--- src/rtl/rstpat_pkg.sv ---
package rstpat_pkg;

    typedef enum logic [2:0] {
        ST_IDLE = 3'd0,
        ST_GAP1 = 3'd1,
        ST_HI2  = 3'd2,
        ST_GAP2 = 3'd3,
        ST_HI3  = 3'd4
    } phase_e;

    typedef struct packed {
        phase_e phase;
        logic   pulse;
    } seq_t;

endpackage

--- src/rtl/rstpat_sync.sv ---
module rstpat_sync #(
    parameter int STAGES = 2
) (
    input  logic clk,
    input  logic rst_n,
    input  logic din,
    output logic dout
);
    logic [STAGES-1:0] chain_d;
    logic [STAGES-1:0] chain_q;

    always_comb begin
        chain_d[0] = din;
        for (int i = 1; i < STAGES; i++) begin
            chain_d[i] = chain_q[i-1];
        end
    end

    always_ff @(posedge clk or negedge rst_n) begin
        if (!rst_n) chain_q <= '0;
        else        chain_q <= chain_d;
    end

    assign dout = chain_q[STAGES-1];
endmodule

--- src/rtl/rstpat_runlen.sv ---
module rstpat_runlen #(
    parameter int CNT_W = 12,
    parameter int SAT   = 2401
) (
    input  logic             clk,
    input  logic             rst_n,
    input  logic             hold,
    input  logic             lvl_in,
    output logic             lvl_q,
    output logic             rise,
    output logic             fall,
    output logic [CNT_W-1:0] run
);
    localparam logic [CNT_W-1:0] SAT_V = CNT_W'(SAT);

    typedef struct packed {
        logic             lvl;
        logic [CNT_W-1:0] cnt;
    } rl_t;

    rl_t cur_q, cur_d;
    logic edge_w;

    assign edge_w = lvl_in ^ cur_q.lvl;

    always_comb begin
        cur_d     = cur_q;
        cur_d.lvl = lvl_in;
        if (hold) begin
            cur_d.cnt = '0;
        end else if (edge_w) begin
            cur_d.cnt = CNT_W'(1);
        end else if (cur_q.cnt != SAT_V) begin
            cur_d.cnt = cur_q.cnt + CNT_W'(1);
        end
    end

    always_ff @(posedge clk or negedge rst_n) begin
        if (!rst_n) cur_q <= '0;
        else        cur_q <= cur_d;
    end

    assign lvl_q = cur_q.lvl;
    assign rise  = edge_w & lvl_in;
    assign fall  = edge_w & ~lvl_in;
    assign run   = cur_q.cnt;
endmodule

--- src/rtl/rstpat_window.sv ---
module rstpat_window #(
    parameter int CNT_W = 12,
    parameter int LO    = 1,
    parameter int HI    = 1
) (
    input  logic [CNT_W-1:0] len,
    output logic             hit
);
    localparam logic [CNT_W-1:0] LO_V = CNT_W'(LO);
    localparam logic [CNT_W-1:0] HI_V = CNT_W'(HI);

    assign hit = (len >= LO_V) && (len <= HI_V);
endmodule

--- src/rtl/rstpat_detect.sv ---
module rstpat_detect #(
    parameter int SYNC_STAGES = 2,
    parameter int H1_MIN = 512,
    parameter int H1_MAX = 800,
    parameter int GAP_MIN = 10,
    parameter int H2_MIN = 1024,
    parameter int H2_MAX = 1800,
    parameter int H3_MIN = 2048,
    parameter int H3_MAX = 2400
) (
    input  logic clk,
    input  logic rst_n,
    input  logic sclk,
    input  logic cs_n,
    output logic reset_pulse
);
    import rstpat_pkg::*;

    localparam int TOP_MAX = (H3_MAX > H2_MAX) ? ((H3_MAX > H1_MAX) ? H3_MAX : H1_MAX)
                                               : ((H2_MAX > H1_MAX) ? H2_MAX : H1_MAX);
    localparam int SAT_C   = TOP_MAX + 1;
    localparam int CNT_W   = $clog2(SAT_C + 1);

    logic             sclk_s;
    logic             lvl_w;
    logic             rise_w, fall_w;
    logic [CNT_W-1:0] run_w;
    logic             win1, win2, win3, gap_ok;

    rstpat_sync #(.STAGES(SYNC_STAGES)) u_sync (
        .clk(clk), .rst_n(rst_n), .din(sclk), .dout(sclk_s)
    );

    rstpat_runlen #(.CNT_W(CNT_W), .SAT(SAT_C)) u_run (
        .clk(clk), .rst_n(rst_n), .hold(cs_n), .lvl_in(sclk_s),
        .lvl_q(lvl_w), .rise(rise_w), .fall(fall_w), .run(run_w)
    );

    rstpat_window #(.CNT_W(CNT_W), .LO(H1_MIN), .HI(H1_MAX)) u_w1 (.len(run_w), .hit(win1));
    rstpat_window #(.CNT_W(CNT_W), .LO(H2_MIN), .HI(H2_MAX)) u_w2 (.len(run_w), .hit(win2));
    rstpat_window #(.CNT_W(CNT_W), .LO(H3_MIN), .HI(H3_MAX)) u_w3 (.len(run_w), .hit(win3));
    rstpat_window #(.CNT_W(CNT_W), .LO(GAP_MIN), .HI(SAT_C)) u_wg (.len(run_w), .hit(gap_ok));

    seq_t seq_q, seq_d;

    always_comb begin
        seq_d       = seq_q;
        seq_d.pulse = 1'b0;
        if (cs_n) begin
            seq_d.phase = ST_IDLE;
        end else begin
            unique case (seq_q.phase)
                ST_IDLE: begin
                    if (fall_w && win1) seq_d.phase = ST_GAP1;
                end
                ST_GAP1: begin
                    if (rise_w) seq_d.phase = gap_ok ? ST_HI2 : ST_IDLE;
                end
                ST_HI2: begin
                    if (fall_w) begin
                        if (win2)      seq_d.phase = ST_GAP2;
                        else if (win1) seq_d.phase = ST_GAP1;
                        else           seq_d.phase = ST_IDLE;
                    end
                end
                ST_GAP2: begin
                    if (rise_w) seq_d.phase = gap_ok ? ST_HI3 : ST_IDLE;
                end
                ST_HI3: begin
                    if (fall_w) begin
                        if (win3) begin
                            seq_d.phase = ST_IDLE;
                            seq_d.pulse = 1'b1;
                        end else if (win1) begin
                            seq_d.phase = ST_GAP1;
                        end else begin
                            seq_d.phase = ST_IDLE;
                        end
                    end
                end
                default: seq_d.phase = ST_IDLE;
            endcase
        end
    end

    always_ff @(posedge clk or negedge rst_n) begin
        if (!rst_n) seq_q <= '{phase: ST_IDLE, pulse: 1'b0};
        else        seq_q <= seq_d;
    end

    assign reset_pulse = seq_q.pulse;
endmodule

--- config.mk ---
export PLATFORM = sky130hd
export DESIGN_NAME = rstpat_detect
export DESIGN_NICKNAME = d
export VERILOG_FILES = /design/src/rtl/rstpat_pkg.sv /design/src/rtl/rstpat_sync.sv /design/src/rtl/rstpat_runlen.sv /design/src/rtl/rstpat_window.sv /design/src/rtl/rstpat_detect.sv
export SDC_FILE = /design/constraint.sdc
export NUM_CORES = 1
export LEC_CHECK = 0
export BUFFER_PORTS_ARGS = -buffer_cell sky130_fd_sc_hd__buf_4
export CORE_MARGIN = 2
export CORE_UTILIZATION = 60
export CTS_CLUSTER_SIZE = 25
export DETAILED_ROUTE_END_ITERATION = 16
export HOLD_SLACK_MARGIN = 0.06
export PLACE_DENSITY = 0.78
export SYNTH_ARGS = -nofsm -noshare
export SYNTH_HDL_FRONTEND = slang
export SYNTH_SLANG_ARGS = --single-unit
--- constraint.sdc ---
create_clock -name clk -period 2.5 [get_ports clk]
set_input_delay 0.25 -clock clk [delete_from_list [all_inputs] [get_ports clk]]
set_output_delay 0.25 -clock clk [all_outputs]
set_load 0.01 [all_outputs]
* Word-level counts from Yosys, hierarchy flattened *
Cells that the tools add are included.

operators by class
  add/subtract/negate cells = 1
  magnitude comparators = 8
  eq/ne operators = 10
  multiplexer cells = 18
  bitwise gates (word level) = 4
  reductions and logical operators = 8

operators by type and width
  kind                   number
  $mux 12                3
  $le 12x12->1 const B   2
  $mux 3                 7
  $ne 3x3->1 const B     5
  $pmux 3 s5             1
  $add 12x1->12 const B  1
  $ge 12x10->1 const B   1
  $ge 12x11->1 const B   1
  $ge 12x12->1 const B   1
  $ge 12x4->1 const B    1
  $le 12x10->1 const B   1
  $le 12x11->1 const B   1
  $ne 12x12->1 const B   1
  $eq 3x2->1 const B     2
  $logic_and 1x1->1      5
  $reduce_and 5->1       1
  $mux 1                 4
  $mux 2                 2
  $mux 4                 1
  $eq 3x1->1 const B     1
  $eq 3x3->1 const B     1
  $logic_not 3->1        1
  $reduce_bool 3->1      1
  $and 1x1->1            2
  other kinds (2)        2

word-level totals
  bits in registers = 19
  bits of input ports = 4
  output and inout port bits = 1
  word-level logic and storage cells = 54

* Longest topological paths before layout *
  depth after elaboration = 7
  mapped depth = 7

* Hierarchy *
Synthesis repeated with hierarchy kept, for this count alone.

second synthesis, totals
  cell total of the unflattened synthesis = 134
  area total of the unflattened synthesis = 1226.2 um^2

by module, submodules not included
  module                 times used  cells an instance  area each (um^2)  sequential area each (um^2)
  rstpat_runlen          1           75                 726.9             325.3
  rstpat_detect          1           27                 260.2             100.1
  rstpat_window at u_wg  1           12                 68.8              0.0
  rstpat_sync            1           2                  50.0              50.0
  rstpat_window at u_w2  1           6                  43.8              0.0
  rstpat_window at u_w1  1           5                  38.8              0.0
  rstpat_window at u_w3  1           7                  37.5              0.0

* Worst setup path before layout *
OpenSTA, ideal clock, no wires.

  path type = register to register
  from = register u_run.cur_q, in the netlist u_run.run[4]
  to = register seq_q[2] in the netlist's numbering
  arrival time = 1.744 ns
  required time = 2.399 ns
  setup slack = 0.656 ns
  stages on the path, launching flop included = 6
  cell sequence = dfrtp_1 nor4_4 a21oi_1 or4b_1 a311o_1 o32ai_1

between the ends
  cells in the longest elaborated chain, start to end = 6
  elaborated cells between the ends (all ways) = 18
  those cells by class = order compare: 6; eq/ne: 1; mux: 6; reduce/logical: 5

RTL lines
  element                               line                                      source
  start: declaration                    rstpat_runlen.sv:21                       rl_t cur_q, cur_d;
  start signal: assignment              rstpat_runlen.sv:40                       else cur_q <= cur_d;
  $ge 12x11->1 (tied with other cells)  rstpat_window.sv:12                       assign hit = (len >= LO_V) && (len <= HI_V);
  $logic_and 1x1->1                     rstpat_window.sv:12
  $mux 2, on equally long branches      rstpat_detect.sv:61, rstpat_detect.sv:57
  $mux 3, on equally long branches      rstpat_detect.sv:60, rstpat_detect.sv:57
  $pmux 3 s5                            rstpat_detect.sv:52                       unique case (seq_q.phase)
  $mux 3                                rstpat_detect.sv:49                       if (cs_n) begin
  end signal: assignment                rstpat_detect.sv:87                       if (!rst_n) seq_q <= '{phase: ST_IDLE, pulse: 1'b0};
  end signal: assignment                rstpat_detect.sv:88                       else seq_q <= seq_d;
  end: declaration                      rstpat_detect.sv:44                       seq_t seq_q, seq_d;

Parallel ways exist; a longest one is shown, timed or not. The select of a mux whose other input is x is not followed.
A chain may end at the register's enable or synchronous reset.

* Final worst setup path *
  from = register u_run.cur_q, in the netlist u_run.run[3]
  to = register seq_q[1] in the netlist's numbering

between the ends
  cells in the longest elaborated chain, start to end = 7
  elaborated cells between the ends (all ways) = 19
  those cells by class = order compare: 6; eq/ne: 1; mux: 7; reduce/logical: 5

RTL lines
  element                                       line
  $ge 12x10->1 or $le 12x10->1 (tied branches)  rstpat_window.sv:12
  $logic_and 1x1->1                             rstpat_window.sv:12
  $mux 1                                        rstpat_detect.sv:62, rstpat_detect.sv:74
  $mux 3 or $mux 2 (tied branches)              rstpat_detect.sv:71, rstpat_detect.sv:61
  $mux 4 or $mux 3 (tied branches)              rstpat_detect.sv:70, rstpat_detect.sv:60
  $pmux 3 s5                                    rstpat_detect.sv:52
  $mux 3                                        rstpat_detect.sv:49

Parallel ways exist; a longest one is shown, timed or not. The select of a mux whose other input is x is not followed.

==> flow_summary.yaml <==
synthesis:
  ys_seq_elements: 19
  ys.warnings.count: 0
  yosysUniqueCellTypes: 39
  async_reset_ff_share_pct: 100
  synth_area_per_cell_um2: 8.93
  synth_fp_nets: 145
  synth-edff-count: 0
  dominantRegCellSynth: "dfrtp_1"
  synth_cells: 136
  seq_area_frac_synth_pct: 39.1
  netlist_area_um2: 1210
global_route:
  grt_usage_pct: 22.3
  overflow: 0
  antenna_found_initial: 0
  grt_start_max_net_pins: 20
  grt_pass1_vias: 938
  grt_pass1_wl_um: 4120
worst_setup_path:
  critPathRequiredTime_ps: 2720
  slowest_delay_ps: 500
  timing.rr.start: "u_run.run[3]"
  rrSetupSlack_ps: 490
  r2r-end: "seq_q[1]"
  worstPathArrival_ps: 2230
  cpMaxStageDelayCell: "dfrtp_1"
  startpoint_type: "register"
  cp_common_cell: "a21oi_1"
  path_max_fanout: 8
  critPathKind: "register to register"
  crit_path_end_kind: "register"
  rr_worst_depth: 5
  worstPathCellList: "nor4_4 > a21oi_1 > or4b_1 > a311o_1 > a21oi_1"
die:
  fp-row-count: 16
  die_x_um: 49
  initial_core_util_pct: 62.6
  dieArea_um2: 2400
  die_h_um: 49
  ioPinCount: 5
  coreArea_um2: 1940
detailed_routing:
  remaining_drc_errors: 0
  wl_per_cell_um: 14.0
  vias_per_cell: 5.91
  drt_pre_antenna_iters: 4
  drt-total-wl_um: 2310
  drt_iter0_drc: 40
  ant_nets: 0
  vias: 975
min_path:
  hold_path.startpoint: "cs_n"
  hold_class: "input pin to register"
  hold_depth: 2
  whs_endpoint: "u_run.run[0]"
placed_design:
  place_inst: 159
  place_hpwl_um: 1700
  finalWeightedCongestion: 0.874
  pre_cts_slack_ps: 517
  portBuffers: 4
final_layout:
  seq_area_um2: 475
  synthToLayoutAreaGrowth_pct: 4.12
  final_cell_mix: "19 x nor2_1, 19 x dfrtp_1, 11 x a21oi_1, 8 x inv_1, 8 x nand3_1"
  multi_input_area_um2: 649
  drive_gt1_share_pct: 7.97
  fillers: 172
  layout.cells.non_filler: 165
  n_antenna_cell: 0
  nets: 148
outcome:
  status: "completed"
cts:
  clk_pin_slew_ps: 110
  htreeDepth: 1
  cts_buffers: 3
  cts_buffer_depth: 2
  clkLatencyLatePin_ps: 290
  cts_root_buffer: "clkbuf_4"
  numClockSinks: 19
  cts_tree: "done"
power:
  irDropWorstVdd_mv: 0.321
  power.leakage_nw: 0.505
  power.density_nw_per_um2: 407
timing:
  layout_min_cycle_time_ps: 2010
  maxSlewViolCount: 0
  skew_ps: 2.87
  setup_viol: 0
  tns_ps: 0
  finalHoldViolCount: 0
  max-slew-margin-rel_pct: 70.4
  worstMarginPinSlew_ps: 438
  final.setup.worst_slack_ps: 487
  rsz0062_at_grt: "no"
  fin_crit_sh_pct: 80.5
  whs_ps: 148
  fmax_mhz: 497
flow_run:
  max-cap-violations: 0
[through the flow]
| stage | instance area [um2] | util, % | total power, mW |
|---|---|---|---|
| 6_report | 1260 | 65.1 | 0.515 |
| 3_5_place_dp | 1220 | 62.8 | 0.364 |
| 3_3_place_gp | 1220 | 62.8 | 0.362 |
| 4_1_cts | 1260 | 65.1 | 0.522 |
| 2_1_floorplan | 1210 | - | 0.347 |
| 5_1_grt | 1260 | 65.1 | 0.538 |
[registers in the layout (all words and copies together) (netlist names)]
name            flops
reset_pulse         1
u_sync.chain_q      2
seq_q               3
u_run.lvl_q         1
u_run.run          12
[cell families (layout without fill, tap and decap cells)]
group	Yosys count	count (layout)	synth area share (%)
AOI/OAI and AO/OA	27	27	14.2
and+or+nand+nor	60	60	27.5
DFF	19	19	39.1
xor gates and xnor gates	8	8	5.77
buffers and inverters	16	18	7.41
adders and majority gates	6	6	5.97
[per-layer routing]
metal | vias up | wire (um) | GRT usage [%]
met3 | 2 | 117 | 4.60
met4 | 0 | 12 | 8.57
met1 | 471 | 1060 | 29.0
met2 | 17 | 1130 | 36.5
met5 | - | 0 | 0
li1 | 485 | - | -
[report_power, final]
group	internal, mW	switching, mW
Clock	0.0621	0.0927
Sequential	0.312	0.00786
Combinational	0.0159	0.0241
[area by class of cell]
cell class	instances	area share, %
flip-flops and latches	19	37.6
inverters	8	2.37
multi-input cells	101	51.3
well taps	27	2.67
clock buffers	4	2.08
repair buffers	6	3.96
[Yosys cell counts, types with 2 or more instances]
| master | count | area share, % |
|---|---|---|
| nand3_1 | 8 | 3.3 |
| xnor2_1 | 4 | 2.9 |
| clkbuf_1 | 3 | 0.93 |
| o21ai_0 | 6 | 2.5 |
| nand2_1 | 6 | 1.9 |
| ha_1 | 5 | 5.1 |
| buf_4 | 2 | 1.2 |
| nor4_1 | 4 | 2.1 |
| nand3b_1 | 2 | 1.2 |
| nand4_1 | 3 | 1.5 |
| xor2_1 | 4 | 2.9 |
| inv_1 | 8 | 2.5 |
| a21oi_1 | 11 | 4.5 |
| dfrtp_1 | 19 | 39 |
| nand2b_1 | 4 | 2.1 |
| nor3b_1 | 2 | 1.2 |
| buf_6 | 3 | 2.8 |
| nor2_1 | 19 | 5.9 |
| or3_1 | 2 | 1.0 |
| nor3_1 | 2 | 0.82 |
[worst max-delay path: cells and delay by family (launching register included)]
| kind | cells | cell delay (ps) |
|---|---|---|
| AO/OA/AOI/OAI | 3 | 610 |
| flip-flops | 1 | 500 |
| AND/OR/NAND/NOR | 2 | 830 |
[worst max-delay path by stage]
stage                      start  slack (ps)  cells after the start       end
finish              u_run.run[3]         490                      5  seq_q[1]
global route        u_run.run[4]         370                      5  seq_q[2]
CTS                 u_run.run[3]         500                      5  seq_q[1]
detailed placement  u_run.run[4]         520                      5  seq_q[1]
global placement    u_run.run[4]         590                      5  seq_q[2]
floorplan           u_run.run[4]         660                      5  seq_q[2]
[repair_timing]
action	in CTS	in global routing
hold buffers	2	0
endpoints found under the setup margin	0	0
hold endpoints to repair	20	0
gates resized for setup	0	0
setup buffers	0	0
No activity file was read; power rests on OpenSTA's default activity.
